$ cat src/rtl/ext_irq_pkg.sv
package ext_irq_pkg;
  localparam int NUM_LINES    = 28;
  localparam int LO_SPAN      = 16;
  localparam int FIELD_W      = 3;
  localparam int FIELD_STRIDE = 4;
  localparam int NUM_GROUPS   = 4;
  localparam int BUS_W        = 32;
  localparam int ADDR_W       = 2;
  localparam int SYNC_STAGES  = 2;

  localparam int GRP_FIRST [NUM_GROUPS] = '{0, 4, 12, 20};
  localparam int GRP_LAST  [NUM_GROUPS] = '{3, 11, 19, 27};

  localparam logic [ADDR_W-1:0] A_MASK  = 2'd0;
  localparam logic [ADDR_W-1:0] A_PEND  = 2'd1;
  localparam logic [ADDR_W-1:0] A_CFGLO = 2'd2;
  localparam logic [ADDR_W-1:0] A_CFGHI = 2'd3;

  typedef struct packed {
    logic wrMask;
    logic wrPendAck;
    logic wrCfgLo;
    logic wrCfgHi;
  } regStrobe_t;

  // Bits of a trigger register that hold a real field for nLines lines.
  function automatic logic [BUS_W-1:0] cfgKeep(input int nLines);
    logic [BUS_W-1:0] v;
    v = '0;
    for (int p = 0; p < (nLines + 1) / 2; p++) begin
      for (int b = 0; b < FIELD_W; b++) v[p*FIELD_STRIDE + b] = 1'b1;
    end
    return v;
  endfunction

  localparam logic [BUS_W-1:0] CFG_LO_KEEP = cfgKeep(LO_SPAN);
  localparam logic [BUS_W-1:0] CFG_HI_KEEP = cfgKeep(NUM_LINES - LO_SPAN);
endpackage

$ cat src/rtl/ext_irq_line.sv
module ext_irq_line
  import ext_irq_pkg::*;
#(
  parameter int STAGES = SYNC_STAGES
) (
  input  logic               clk,
  input  logic               rst_n,
  input  logic               rawIn,
  input  logic [FIELD_W-1:0] trigCode,
  output logic               hit
);
  logic [STAGES-1:0] syncQ;
  logic              prevQ;
  logic              cur;

  always_ff @(posedge clk or negedge rst_n) begin
    if (!rst_n) begin
      syncQ <= '0;
      prevQ <= 1'b0;
    end else begin
      syncQ <= {syncQ[STAGES-2:0], rawIn};
      prevQ <= syncQ[STAGES-1];
    end
  end

  assign cur = syncQ[STAGES-1];

  always_comb begin
    unique case (trigCode[2:1])
      2'b00:   hit = trigCode[0] ? cur : ~cur;
      2'b01:   hit = prevQ & ~cur;
      2'b10:   hit = ~prevQ & cur;
      default: hit = prevQ ^ cur;
    endcase
  end
endmodule

$ cat src/rtl/ext_irq_datapath.sv
module ext_irq_datapath
  import ext_irq_pkg::*;
(
  input  logic                  clk,
  input  logic                  rst_n,
  input  logic [NUM_LINES-1:0]  irqIn,
  input  regStrobe_t            stb,
  input  logic [BUS_W-1:0]      wdata,
  output logic [NUM_LINES-1:0]  maskQ,
  output logic [NUM_LINES-1:0]  pendQ,
  output logic [BUS_W-1:0]      cfgLoQ,
  output logic [BUS_W-1:0]      cfgHiQ,
  output logic [NUM_GROUPS-1:0] sumIrq
);
  logic [NUM_LINES-1:0] hitVec;
  logic [NUM_LINES-1:0] ackVec;
  logic [NUM_LINES-1:0] active;

  for (genvar n = 0; n < NUM_LINES; n++) begin : g_line
    localparam bit IS_LO = (n < LO_SPAN);
    localparam int POS   = IS_LO ? (n / 2) * FIELD_STRIDE
                                 : ((n - LO_SPAN) / 2) * FIELD_STRIDE;
    logic [FIELD_W-1:0] code;
    if (IS_LO) begin : g_lo
      assign code = cfgLoQ[POS +: FIELD_W];
    end else begin : g_hi
      assign code = cfgHiQ[POS +: FIELD_W];
    end
    ext_irq_line #(.STAGES(SYNC_STAGES)) line_i (
      .clk     (clk),
      .rst_n   (rst_n),
      .rawIn   (irqIn[n]),
      .trigCode(code),
      .hit     (hitVec[n])
    );
  end

  assign ackVec = stb.wrPendAck ? wdata[NUM_LINES-1:0] : '0;

  always_ff @(posedge clk or negedge rst_n) begin
    if (!rst_n) begin
      maskQ  <= '1;
      pendQ  <= '0;
      cfgLoQ <= '0;
      cfgHiQ <= '0;
    end else begin
      pendQ <= (pendQ & ~ackVec) | hitVec;
      if (stb.wrMask)  maskQ  <= wdata[NUM_LINES-1:0];
      if (stb.wrCfgLo) cfgLoQ <= wdata & CFG_LO_KEEP;
      if (stb.wrCfgHi) cfgHiQ <= wdata & CFG_HI_KEEP;
    end
  end

  assign active = pendQ & ~maskQ;

  for (genvar g = 0; g < NUM_GROUPS; g++) begin : g_grp
    localparam int LO = GRP_FIRST[g];
    localparam int HI = GRP_LAST[g];
    assign sumIrq[g] = |active[HI:LO];
  end
endmodule

$ cat src/rtl/ext_irq_busctl.sv
module ext_irq_busctl
  import ext_irq_pkg::*;
(
  input  logic                 busWrEn,
  input  logic [ADDR_W-1:0]    busAddr,
  input  logic [NUM_LINES-1:0] maskQ,
  input  logic [NUM_LINES-1:0] pendQ,
  input  logic [BUS_W-1:0]     cfgLoQ,
  input  logic [BUS_W-1:0]     cfgHiQ,
  output regStrobe_t           stb,
  output logic [BUS_W-1:0]     busRdData
);
  localparam int PAD = BUS_W - NUM_LINES;

  always_comb begin
    stb.wrMask    = busWrEn && (busAddr == A_MASK);
    stb.wrPendAck = busWrEn && (busAddr == A_PEND);
    stb.wrCfgLo   = busWrEn && (busAddr == A_CFGLO);
    stb.wrCfgHi   = busWrEn && (busAddr == A_CFGHI);
  end

  always_comb begin
    unique case (busAddr)
      A_MASK:  busRdData = {{PAD{1'b0}}, maskQ};
      A_PEND:  busRdData = {{PAD{1'b0}}, pendQ};
      A_CFGLO: busRdData = cfgLoQ;
      default: busRdData = cfgHiQ;
    endcase
  end
endmodule

$ cat src/rtl/ext_irq_ctrl.sv
module ext_irq_ctrl
  import ext_irq_pkg::*;
(
  input  logic                  clk,
  input  logic                  rst_n,
  input  logic [NUM_LINES-1:0]  irqIn,
  input  logic                  busWrEn,
  input  logic [ADDR_W-1:0]     busAddr,
  input  logic [BUS_W-1:0]      busWrData,
  output logic [BUS_W-1:0]      busRdData,
  output logic [NUM_GROUPS-1:0] sumIrq
);
  regStrobe_t           stb;
  logic [NUM_LINES-1:0] maskQ;
  logic [NUM_LINES-1:0] pendQ;
  logic [BUS_W-1:0]     cfgLoQ;
  logic [BUS_W-1:0]     cfgHiQ;

  ext_irq_busctl ctl_i (
    .busWrEn  (busWrEn),
    .busAddr  (busAddr),
    .maskQ    (maskQ),
    .pendQ    (pendQ),
    .cfgLoQ   (cfgLoQ),
    .cfgHiQ   (cfgHiQ),
    .stb      (stb),
    .busRdData(busRdData)
  );

  ext_irq_datapath dp_i (
    .clk   (clk),
    .rst_n (rst_n),
    .irqIn (irqIn),
    .stb   (stb),
    .wdata (busWrData),
    .maskQ (maskQ),
    .pendQ (pendQ),
    .cfgLoQ(cfgLoQ),
    .cfgHiQ(cfgHiQ),
    .sumIrq(sumIrq)
  );
endmodule

$ cat config.mk
export PLATFORM = sky130hd
export DESIGN_NAME = ext_irq_ctrl
export DESIGN_NICKNAME = d
export VERILOG_FILES = /design/src/rtl/ext_irq_pkg.sv /design/src/rtl/ext_irq_line.sv /design/src/rtl/ext_irq_datapath.sv /design/src/rtl/ext_irq_busctl.sv /design/src/rtl/ext_irq_ctrl.sv
export SDC_FILE = /design/constraint.sdc
export NUM_CORES = 1
export LEC_CHECK = 0
export CORE_MARGIN = 4
export CORE_UTILIZATION = 60
export DETAILED_ROUTE_END_ITERATION = 12
export DONT_BUFFER_PORTS = 1
export GPL_TIMING_DRIVEN = 0
export PLACE_DENSITY = 0.76
export SLEW_MARGIN = 20
export SYNTH_ARGS = -nofsm -noshare
export SYNTH_HDL_FRONTEND = slang
export SYNTH_SLANG_ARGS = --single-unit
$ cat constraint.sdc
create_clock -name clk -period 1.87 [get_ports clk]
set_clock_uncertainty 0.15 [all_clocks]
set_input_delay 0.0935 -clock clk [delete_from_list [all_inputs] [get_ports clk]]
set_output_delay 0.0935 -clock clk [all_outputs]
set_load 0.05 [all_outputs]
# ---- After elaboration in Yosys (flattened, before gate mapping)
# Index checks and enable logic that the tools add are counted.
dict set report totals {
  register_bits 182
  latchBits 0
  ramBits 0
  romBits 0
  output_inout_bits 36
  elab_cells 317
  n_memories 0
}
dict set report classes {
  add_sub_neg 0
  mul 0
  div_mod_pow 0
  n_lt_le_gt_ge 0
  n_eq_ne 31
  n_shift 0
  mux 58
  n_bitwise 145
  n_reduce_logical 23
}
# op count
set op_table {}
lappend op_table {{$pmux 31 s3} 1}
lappend op_table {{$pmux 1 s3} 28}
lappend op_table {{$and 1x1->1} 56}
lappend op_table {{$and 28x28->28} 2}
lappend op_table {{$not 1->1} 56}
lappend op_table {{$not 28->28} 2}
lappend op_table {{$eq 2x2->1 const B} 16}
lappend op_table {{$eq 2x1->1 const B} 15}
lappend op_table {{$logic_not 2->1} 15}
lappend op_table {{$mux 1} 28}
lappend op_table {{$mux 28} 1}
lappend op_table {{$or 28x28->28} 1}
lappend op_table {{$xor 1x1->1} 28}
lappend op_table {{$reduce_or 8->1} 3}
lappend op_table {{$logic_and 1x1->1} 4}
lappend op_table {{$reduce_or 4->1} 1}

# ---- Depth between registers and ports, before layout
# Gate-level depths: netlist (run 1).
dict set report logic_depth {
  depth_word 6
  ltp_mapped 5
}

# ---- By module
# Synthesis (run 1) repeated with hierarchy kept, for this count alone.
dict set report unflattened {
  cells_unflattened 634
  area_unflattened_um2 8873.5
}
# mod instances cells_per_inst area_per_inst_um2 seq_area_each_um2
set modules_own_cells {}
lappend modules_own_cells {ext_irq_datapath 1 305 4057.6 2487.4}
lappend modules_own_cells {ext_irq_line 28 10 142.6 75.1}
lappend modules_own_cells {ext_irq_busctl 1 49 822.0 0.0}

# ---- Worst setup path before layout (run 1)
# No wires, ideal clock.
dict set report synth_timing {
  path_kind {reg-to-output}
  start {register dp_i.cfgLoQ[26]}
  end {output port busRdData[26]}
  arrival_time_ns 1.761
  required_ns 1.627
  slack_ns -0.135
  stages_incl_launch_ff 4
  path_buffers 1
  cell_sequence {dfrtp_1 buf_1 mux2i_1 o21ai_0}
}
dict set report synth_between {
  elab_chain_len 1
}
# item line
set synth_rtl {}
lappend synth_rtl {{start, declared} ext_irq_datapath.sv:11} ;# output logic [BUS_W-1:0] cfgLoQ,
lappend synth_rtl {{start signal, assigned} ext_irq_datapath.sv:49} ;# if (stb.wrCfgLo) cfgLoQ <= wdata & CFG_LO_KEEP;
lappend synth_rtl {{$pmux 31 s3} ext_irq_busctl.sv:23} ;# unique case (busAddr)
lappend synth_rtl {{end, declared} ext_irq_ctrl.sv:10} ;# output logic [BUS_W-1:0] busRdData,
# No other way between the ends.

# ---- Worst setup path in the final report (run 1)
dict set report layout_timing {
  start {register dp_i.maskQ[18]}
  end {output port sumIrq[2]}
}
dict set report layout_between {
  elab_chain_len 3
}
# item line
set layout_rtl {}
lappend layout_rtl {{start, declared} ext_irq_datapath.sv:9} ;# output logic [NUM_LINES-1:0] maskQ,
lappend layout_rtl {{start signal, assigned} ext_irq_datapath.sv:48} ;# if (stb.wrMask) maskQ <= wdata[NUM_LINES-1:0];
lappend layout_rtl {{$not 28->28} ext_irq_datapath.sv:54} ;# assign active = pendQ & ~maskQ;
lappend layout_rtl {{$and 28x28->28} ext_irq_datapath.sv:54}
lappend layout_rtl {{$reduce_or 8->1} ext_irq_datapath.sv:59} ;# assign sumIrq[g] = |active[HI:LO];
lappend layout_rtl {{end, declared} ext_irq_ctrl.sv:11} ;# output logic [NUM_GROUPS-1:0] sumIrq
# No other way between the ends.

==> flow_summary.toml, run 1 <==
[status]
outcome = "complete, but fails checks"
violations = "hold timing, setup timing"

[sta]
maxSlewViolCount = 0
rsz0062_at_grt = "yes"
setup_viol_count_final = 3
worst_slew_pin_slew_ns = 0.627
holdWs_ns = -0.801
period_share_pct = 105
hold_viol_final = 182
slew_headroom_pct = 58.2
worst_slack_ns = -0.0925
fmax_mhz = 510
period_needed_ns = 1.96

[critical_path]
cp-start-kind = "flip-flop"
end_kind = "primary output"
worstPathArrival_ns = 1.72
critical_path_class = "reg2out"
crit_fanout = 3
cp.required_ns = 1.63

[global_route]
use_met1_pct = 33.4
grt_pass1_vias = 6001
grt_overflow = 0
grt_max_degree = 183
grt_pass1_wl_um = 32000
grt_use_total_pct = 25.9
antenna_found_initial = 0
use_met2_pct = 41.6
grt-busiest-layer = "met2"
gr-usage-met3_pct = 7.48

[drt]
ant_nets = 0
routed_via_density = 5.79
drtIter0Drc = 445
via_count = 5659
wl_per_cell_um = 20.3
dr.pass1.iters = 5
drc = 0
drt-total-wl_um = 19800

[yosys]
synth-compound-area-share_pct = 8.84
synth_area_leader_cell = "dfrtp_1"
synthSimpleGateAreaFrac_pct = 3.59
synth_xor_area_share_pct = 2.87
syn_nets = 826
synthArstFlopShare_pct = 100
synth_top_family_by_area = "multiplexers"
synthTopCellsByCount = "dfrtp_1 (154), inv_1 (112), ha_1 (56)"
synth_area_sq_um = 8530
synthMostInstantiatedCell = "dfrtp_1"
synthAdderAreaFrac_pct = 8.21
synth_ff_type = "dfrtp_1"
syn-instance-count = 705
synth_edf_count = 0
ys_seq_elements = 182
ys_seq_area_share_pct = 53.8
yosysTopAreaCellShare_pct = 45.2
ys.warnings.count = 0
yosys.cell_types.count = 31
synth.area.mux_share_pct = 16.0
ys_top_cells_by_area = "dfrtp_1 (45%), dfstp_2 (8.6%), ha_1 (8.2%)"
syn_area_per_cell_sq_um = 12.1

[final_layout]
synthToLayoutAreaGrowth_pct = 19.7
fin_cells = 978
drive_above_1_share_pct = 20.2
n_antenna_cell = 0
num-fill-cells = 901
nets = 906

[placed_design]
dp_hpwl_um = 13300
placed_cells = 885
gp_congestion = 0.870
place_worst_setup_slack_ns = -0.177
port_buffers = 0

[clock_network]
clockBufferDepth = 2
clock_sinks = 182
htreeDepth = 4
cts_tree = "done"
path_clk_slew_ns = 0.07
ctsRootBufferMaster = "clkbuf_16"
insertion_delay_ns = 0.44
numCtsBuffers = 17

[power_and_ir_drop]
power.density_nw_per_um2 = 1060
p_leak_uw = 0.00475
vdd_drop_max_v = 0.000823

[floorplanning]
fp-row-count = 43
boundaryPins = 101
die_h_um = 127
die-area_sq_um = 16200
coreArea_sq_um = 13900
initial_core_util_pct = 61.5
die_w_um = 127

[job]
max_cap_viol_count = 0

[hold_path]
hold_class = "in2async"
layout by cell type, fill, tap and decap left out, types with 28 or more instances in the layout:
master         instances
ha_1                  56
nand2_1               50
xnor2_1               28
mux2_2                28
o21ai_0               47
dfrtp_1              142
mux2i_1               37
inv_1                112
dlygate4sd3_1         68
o211ai_1              54
dfstp_2               28
logic make-up after synthesis:
family	count (synthesis)
muxes	106
AOI/OAI and AO/OA	119
and+or+nand+nor	70
buffers and inverters	143
other	1
DFF	182
adders and majority gates	56
xor gates and xnor gates	28
worst max-delay path, stage by stage, from the launching register on:
cell,delay (ns)
dfstp_2,0.55
o22ai_2,0.07
or4_4,0.66
sequential cells by signal, summed over array words and instances (netlist names):
name and count:
dp_i.cfgLoQ 24, dp_i.g_line.line_i.prevQ 28, dp_i.g_line.line_i.syncQ 56, dp_i.pendQ 28, dp_i.maskQ 28, dp_i.cfgHiQ 18
layout make-up:
cell class	count	area [sq um]	area share [%]
clock buffers	19	453	4.43
flip-flops and latches	182	4600	45.1
clock inverters	13	158	1.54
plain buffers	19	114	1.11
inverters	112	420	4.12
well taps	180	225	2.20
multi-input cells	380	3520	34.5
repair buffers	73	718	7.03
what timing repair did:
| item | CTS | global route |
|---|---|---|
| setup endpoints to repair | 20 | 21 |
| hold buffers | 67 | 1 |
| endpoints found under the hold margin | 308 | 187 |
| pin swaps | 4 | 3 |
| cloned | 0 | 0 |
| setup buffers | 3 | 2 |
| resized for setup | 21 | 26 |
path summary, 6_finish.rpt:
check                                                                from                                         to  slack, ns  cells after the start
worst max-delay path                           dp_i.maskQ[18]$_DFFE_PN1P_                                  sumIrq[2]      -0.09                      2
worst min-delay path                                                rst_n  dp_i.g_line[16].line_i.syncQ[0]$_DFF_PN0_      -0.80                      0
worst max register to register   dp_i.g_line[3].line_i.syncQ[1]$_DFF_PN0_                    dp_i.pendQ[3]$_DFF_PN0_       0.18                      5
worst min register to register  dp_i.g_line[15].line_i.syncQ[0]$_DFF_PN0_  dp_i.g_line[15].line_i.syncQ[1]$_DFF_PN0_       0.20                      0
max in group asynchronous                                           rst_n                  dp_i.maskQ[9]$_DFFE_PN1P_       2.12                      0
min in group clk                                               busAddr[1]                 dp_i.maskQ[12]$_DFFE_PN1P_       0.02                      3
where the power goes:
group | total [uW] | switching, uW | internal [uW]
sequential | 5060 | 576 | 4480
combinational | 2060 | 1170 | 894
clock | 3710 | 1620 | 2090
total | 10800 | 3370 | 7470
per-layer routing:
metal | vias to the layer above | share of wire (%)
li1 | 2552 | -
met1 | 2873 | 41
met2 | 198 | 50
met3 | 36 | 6.9
met4 | 0 | 2.6
met5 | - | 0
metrics by stage:
step	utilization (%)	instance area [sq um]	power, uW	TNS [ns]	hold slack, ns
2_1_floorplan	-	8530	6430	-0.226	-0.352
3_3_place_gp	63.1	8760	6770	-1.36	-0.343
3_5_place_dp	63.1	8760	6880	-0.994	-0.345
4_1_cts	72.8	10100	10800	-0.327	-0.808
5_1_grt	73.6	10200	11300	-0.339	-0.822
6_report	73.6	10200	10800	-0.266	-0.801
No activity file was read; power rests on OpenSTA's default activity.
==> inputs of run 2 (changes only) <==
==> constraint.sdc (replaced) <==
create_clock -name clk -period 1.87 [get_ports clk]
set_clock_uncertainty 0.15 [all_clocks]
set_input_delay 0.561 -clock clk [delete_from_list [all_inputs] [get_ports clk]]
set_output_delay 0.561 -clock clk [all_outputs]
set_load 0.05 [all_outputs]
==> run 2 against run 1 <==
The run still ends with hold timing, setup timing left. Hold slack improved by 0.47 ns. Sequential power is 3% lower. Power grew 0.73%. Die area stayed put. Combinational power is 23% higher. Clock power down 5.9%. Wire length up 3.7%. Global-route usage rose by 0.90 points. Non-clock buffer count rose by 14. Sequential share of layout area down 0.89 points. Sequential cell count did not move.
==> flow_summary.toml, run 2 (synthesis gave the netlist of run 1 again) <==
[final_layout]
nets = 920
postLayoutCellArea_sq_um = 10500
drive_above_1_share_pct = 30.2
largest_reg_flops = 56
final_cell_mix = "dfrtp_1 (129), inv_1 (110), ha_1 (56)"
fin_cells = 992
mostFrequentLayoutCell = "dfrtp_1"
top_register = "dp_i.g_line.line_i.syncQ"
n_antenna_cell = 0
synthToLayoutAreaGrowth_pct = 22.5

[critical_path]
crit_fanout = 3
crit_buf_inv = 0
cp_cell_sequence = "o22ai_2 > or4_4"
cp.required_ns = 1.16
critical_path_class = "reg2out"
reg2reg_slack_ns = 0.20
worstPathArrival_ns = 1.74
cp-start-kind = "flip-flop"
end_kind = "primary output"
slowest_delay_ns = 0.66
crit_family = "simple AND/OR/NAND/NOR gates"
slowest_stage = "or4_4"

[floorplanning]
die-area_sq_um = 16200
boundaryPins = 101
die_w_um = 127
initial_core_util_pct = 61.5
coreArea_sq_um = 13900
die_h_um = 127
fp-row-count = 43

[drt]
drc = 0
dr.pass1.iters = 4
via_count = 5756
drtIter0Drc = 401
routed_via_density = 5.80
drt-total-wl_um = 20600
wl_per_cell_um = 20.7
ant_nets = 0

[job]
max_cap_viol_count = 0

[global_route]
grt_overflow = 0
antenna_found_initial = 0
grt_use_total_pct = 26.8
grt_pass1_wl_um = 33200
grt_max_degree = 183
grt_pass1_vias = 6265

[placed_design]
dpl_cell_area_sq_um = 8940
port_buffers = 0
dp_hpwl_um = 13200
placed_cells = 885
gp_congestion = 0.849

[clock_network]
cts_hold_buf = 28
htreeDepth = 4
insertion_delay_ns = 0.44
clockBufferDepth = 2
ctsRootBufferMaster = "clkbuf_16"
cts_tree = "done"
numCtsBuffers = 17
path_clk_slew_ns = 0.07
clock_sinks = 182

[status]
outcome = "complete, but fails checks"
violations = "hold timing, setup timing"

[sta]
hold_viol_final = 182
period_needed_ns = 2.45
maxSlewViolCount = 0
fmax_mhz = 409
worst_slack_ns = -0.577
setup_viol_count_final = 35
period_share_pct = 131
holdWs_ns = -0.328
rsz0062_at_grt = "yes"

[power_and_ir_drop]
p_leak_uw = 0.00489
power.density_nw_per_um2 = 1040
vdd_drop_max_v = 0.000946

[hold_path]
hold_class = "in2async"
## run 2: cell count changes in the layout (fill, tap and decap cells not counted), moves of 5 or more
cell / previous run / this run
dlygate4sd3_1: 68 / 28
buf_4: 8 / 47
dfrtp_1: 142 / 129
dfrtp_2: 12 / 25
buf_6: 3 / 15
mux2i_1: 37 / 28
mux2i_2: 0 / 7
inv_6: 8 / 3
## run 2: repair_timing
item                       4_1_cts  5_1_grt
setup buffers                   43       15
resized for setup               53       25
cloned                           3        0
hold endpoints to repair       210      182
pin swaps                       10        6
setup endpoints to repair       35       63
## run 2: final timing paths
path,depth (start not counted),startpoint,to
worst max-delay path,2,dp_i.maskQ[14]$_DFFE_PN1P_,sumIrq[2]
worst min-delay path,0,rst_n,dp_i.g_line[15].line_i.prevQ$_DFF_PN0_
max in group asynchronous,0,rst_n,dp_i.maskQ[11]$_DFFE_PN1P_
min in group clk,1,busWrData[6],dp_i.cfgLoQ[6]$_DFFE_PN0P_
worst min register to register,0,dp_i.g_line[20].line_i.syncQ[0]$_DFF_PN0_,dp_i.g_line[20].line_i.syncQ[1]$_DFF_PN0_
worst max register to register,5,dp_i.g_line[3].line_i.syncQ[1]$_DFF_PN0_,dp_i.pendQ[3]$_DFF_PN0_
## run 2: through the flow
| step | setup TNS (ns) | setup slack (ns) | hold WS (ns) | total power (uW) | utilization, % |
|---|---|---|---|---|---|
| 5_1_grt | -12.96 | -0.593 | -0.353 | 11300 | 75.3 |
| 3_3_place_gp | -18.95 | -0.545 | 0.123 | 6850 | 64.4 |
| 4_1_cts | -11.66 | -0.551 | -0.341 | 10800 | 74.0 |
| 6_report | -12.21 | -0.577 | -0.328 | 10900 | 75.3 |
| 3_5_place_dp | -19.90 | -0.539 | 0.122 | 6960 | 64.4 |
| 2_1_floorplan | -7.31 | -0.289 | 0.115 | 6520 | - |
## run 2: cell type report
class	instances	area [sq um]
timing repair buffer	88	832
inverter	112	420
clock inverter	10	96.3
buffer	18	200
multi-input combinational	380	3590
sequential	182	4620
tap	180	225
clock buffer	22	474
fill	876	3420
## run 2: worst reg2reg max path, cell delays in order, from the launching register on
cell and delay [ns]:
dfrtp_1 0.41, inv_1 0.06, ha_1 0.28, inv_1 0.03, mux4_2 0.47, a21o_1 0.17
## run 2: power by group
group	switching [uW]	internal (uW)
sequential	403	4490
clock	1540	1950
combinational	1390	1140
total	3330	7580
## run 2: routing by layer
| layer | up-vias | track usage, % | share of wire (%) |
|---|---|---|---|
| met5 | - | 0 | 0 |
| met4 | 0 | 9.34 | 2.4 |
| met3 | 37 | 9.28 | 8.8 |
| met2 | 217 | 44.6 | 50 |
| met1 | 2926 | 32.6 | 39 |
| li1 | 2576 | - | - |
==> inputs of run 3 (changes only) <==
- REMOVE_ABC_BUFFERS: unset -> 1
- SETUP_SLACK_MARGIN: unset -> 0.5
==> run 3 against run 2 <==
The run still ends with hold timing, setup timing left. Clock-buffer cell count decreased by 1. Power increased by 2.5%. Critical path depth unchanged. Wire length decreased by 8.1%. Clock power increased by 11%. Combinational power decreased by 5%. Setup slack got worse by 0.011 ns. Register-to-register slack improved by 0.08 ns. Design area decreased by 0.84%. Sequential power about the same. Non-clock buffer count decreased by 12. Via count decreased by 4.3%.
==> flow_summary.toml, run 3 (synthesis gave the netlist of run 1 again) <==
[final_layout]
n_antenna_cell = 0
nets = 908
largest_reg_flops = 56
final_cell_mix = "dfrtp_1 (125), inv_1 (110), ha_1 (56)"
mostFrequentLayoutCell = "dfrtp_1"
final-seq-area_sq_um = 4630
num-fill-cells = 867
multi_input_area_sq_um = 3620
synthToLayoutAreaGrowth_pct = 21.5
top_register = "dp_i.g_line.line_i.syncQ"
drive_above_1_share_pct = 29.9

[critical_path]
cp.required_ns = 1.16
cp_cell_sequence = "o22ai_2 > or4_4"
crit_fanout = 3
crit_buf_inv = 0
cp-start-kind = "flip-flop"
end_kind = "primary output"
crit_family = "simple AND/OR/NAND/NOR gates"
slowest_delay_ns = 0.66
worstPathArrival_ns = 1.75
slowest_stage = "or4_4"
critical_path_class = "reg2out"

[placed_design]
gp_congestion = 0.872
place_worst_setup_slack_ns = -0.551
port_buffers = 0
dp_hpwl_um = 12100

[status]
violations = "hold timing, setup timing"
outcome = "complete, but fails checks"

[clock_network]
clock_sinks = 182
ctsRootBufferMaster = "clkbuf_16"
insertion_delay_ns = 0.43
cts_tree = "done"
htreeDepth = 4
numCtsBuffers = 17
path_clk_slew_ns = 0.06
clockBufferDepth = 2

[floorplanning]
die_w_um = 127
initial_core_util_pct = 61.5
coreArea_sq_um = 13900
fp-row-count = 43
die-area_sq_um = 16200
boundaryPins = 101
die_h_um = 127

[global_route]
grt_overflow = 0
antenna_found_initial = 0
grt_pass1_vias = 5997
grt_pass1_wl_um = 30900
grt_max_degree = 183
grt_use_total_pct = 24.6

[sta]
maxSlewViolCount = 0
rsz0062_at_grt = "yes"
setup_viol_count_final = 32
period_share_pct = 131
period_needed_ns = 2.46
fmax_mhz = 407
worst_slack_ns = -0.588
holdWs_ns = -0.318
hold_viol_final = 182
tns_ns = -10.53

[power_and_ir_drop]
combPwrFrac_pct = 21.4
vdd_drop_max_v = 0.000889
p_clk_share_pct = 34.7
internal_power_uw = 7970
power.density_nw_per_um2 = 1080
p_seq_share_pct = 43.9
p_leak_uw = 0.00482
switching_share_pct = 28.7
power.switching_uw = 3210

[drt]
drt-total-wl_um = 18900
drc = 0
ant_nets = 0
routed_via_density = 5.62
dr.pass1.iters = 4
wl_per_cell_um = 19.3
via_count = 5508
drtIter0Drc = 283

[hold_path]
hold_class = "in2async"

[job]
max_cap_viol_count = 0
[run 3: cell types whose count changed in the layout (fill, tap and decap cells not counted), moves of 4 or more]
| cell | previous run | this run |
|---|---|---|
| clkbuf_2 | 4 | 0 |
| buf_12 | 4 | 0 |
| buf_16 | 4 | 0 |
| dfrtp_1 | 129 | 125 |
| buf_6 | 15 | 8 |
| buf_2 | 4 | 0 |
| dfrtp_2 | 25 | 29 |
| buf_4 | 47 | 55 |
[run 3: per-layer routing]
| layer | part of all wire [%] | track usage [%] | vias to the layer above |
|---|---|---|---|
| met1 | 40 | 29.8 | 2821 |
| met2 | 53 | 43.2 | 117 |
| li1 | - | - | 2549 |
| met4 | 1.6 | 7.63 | 0 |
| met3 | 5.6 | 6.65 | 21 |
| met5 | 0 | 0 | - |
[run 3: path summary, 6_finish.rpt]
path,to,cells after the start,from,slack [ns]
hold / removal,dp_i.g_line[12].line_i.syncQ[0]$_DFF_PN0_,0,rst_n,-0.32
setup / recovery,sumIrq[1],2,dp_i.maskQ[6]$_DFFE_PN1P_,-0.59
hold reg to reg,dp_i.g_line[19].line_i.syncQ[1]$_DFF_PN0_,0,dp_i.g_line[19].line_i.syncQ[0]$_DFF_PN0_,0.20
setup reg to reg,dp_i.pendQ[3]$_DFF_PN0_,4,dp_i.g_line[3].line_i.syncQ[1]$_DFF_PN0_,0.28
max in group asynchronous,dp_i.maskQ[20]$_DFFE_PN1P_,0,rst_n,1.55
min in group clk,dp_i.maskQ[3]$_DFFE_PN1P_,2,busWrData[3],0.09
[run 3: area by class of cell]
class / count / share of cell area, %
clock inverters: 11 / 1.65
clock buffers: 21 / 4.63
multi-input cells: 380 / 34.9
inverters: 112 / 4.05
well taps: 180 / 2.17
flip-flops and latches: 182 / 44.6
repair buffers: 94 / 7.99
[run 3: metrics by stage]
step                      hold slack, ns  area [sq um]  instances  util (%)  total power, uW
after floorplan                    0.115          8380        674         -             6370
after global placement             0.124          8610        854      62.0             6670
after detailed placement           0.121          8660        857      62.4             6790
after CTS                         -0.334         10200        963      73.3            11100
after global routing              -0.347         10400        980      74.7            11700
final                             -0.318         10400        980      74.7            11200
[run 3: timing repair]
action,in CTS,in global routing
setup endpoints to repair,116,48
hold endpoints to repair,209,183
pin swaps,12,13
gates cloned,0,0
hold buffers,27,1
resized for setup,79,13
setup buffers,47,16
[run 3: power groups by stage]
| stage | clock, uW | sequential, uW | combinational (uW) |
|---|---|---|---|
| 3_5_place_dp | 0 | 5090 | 1710 |
| 6_report | 3880 | 4910 | 2400 |
| 3_3_place_gp | 0 | 5040 | 1630 |
| 5_1_grt | 4110 | 4960 | 2580 |
| 2_1_floorplan | 0 | 4900 | 1470 |
| 4_1_cts | 3940 | 4880 | 2300 |
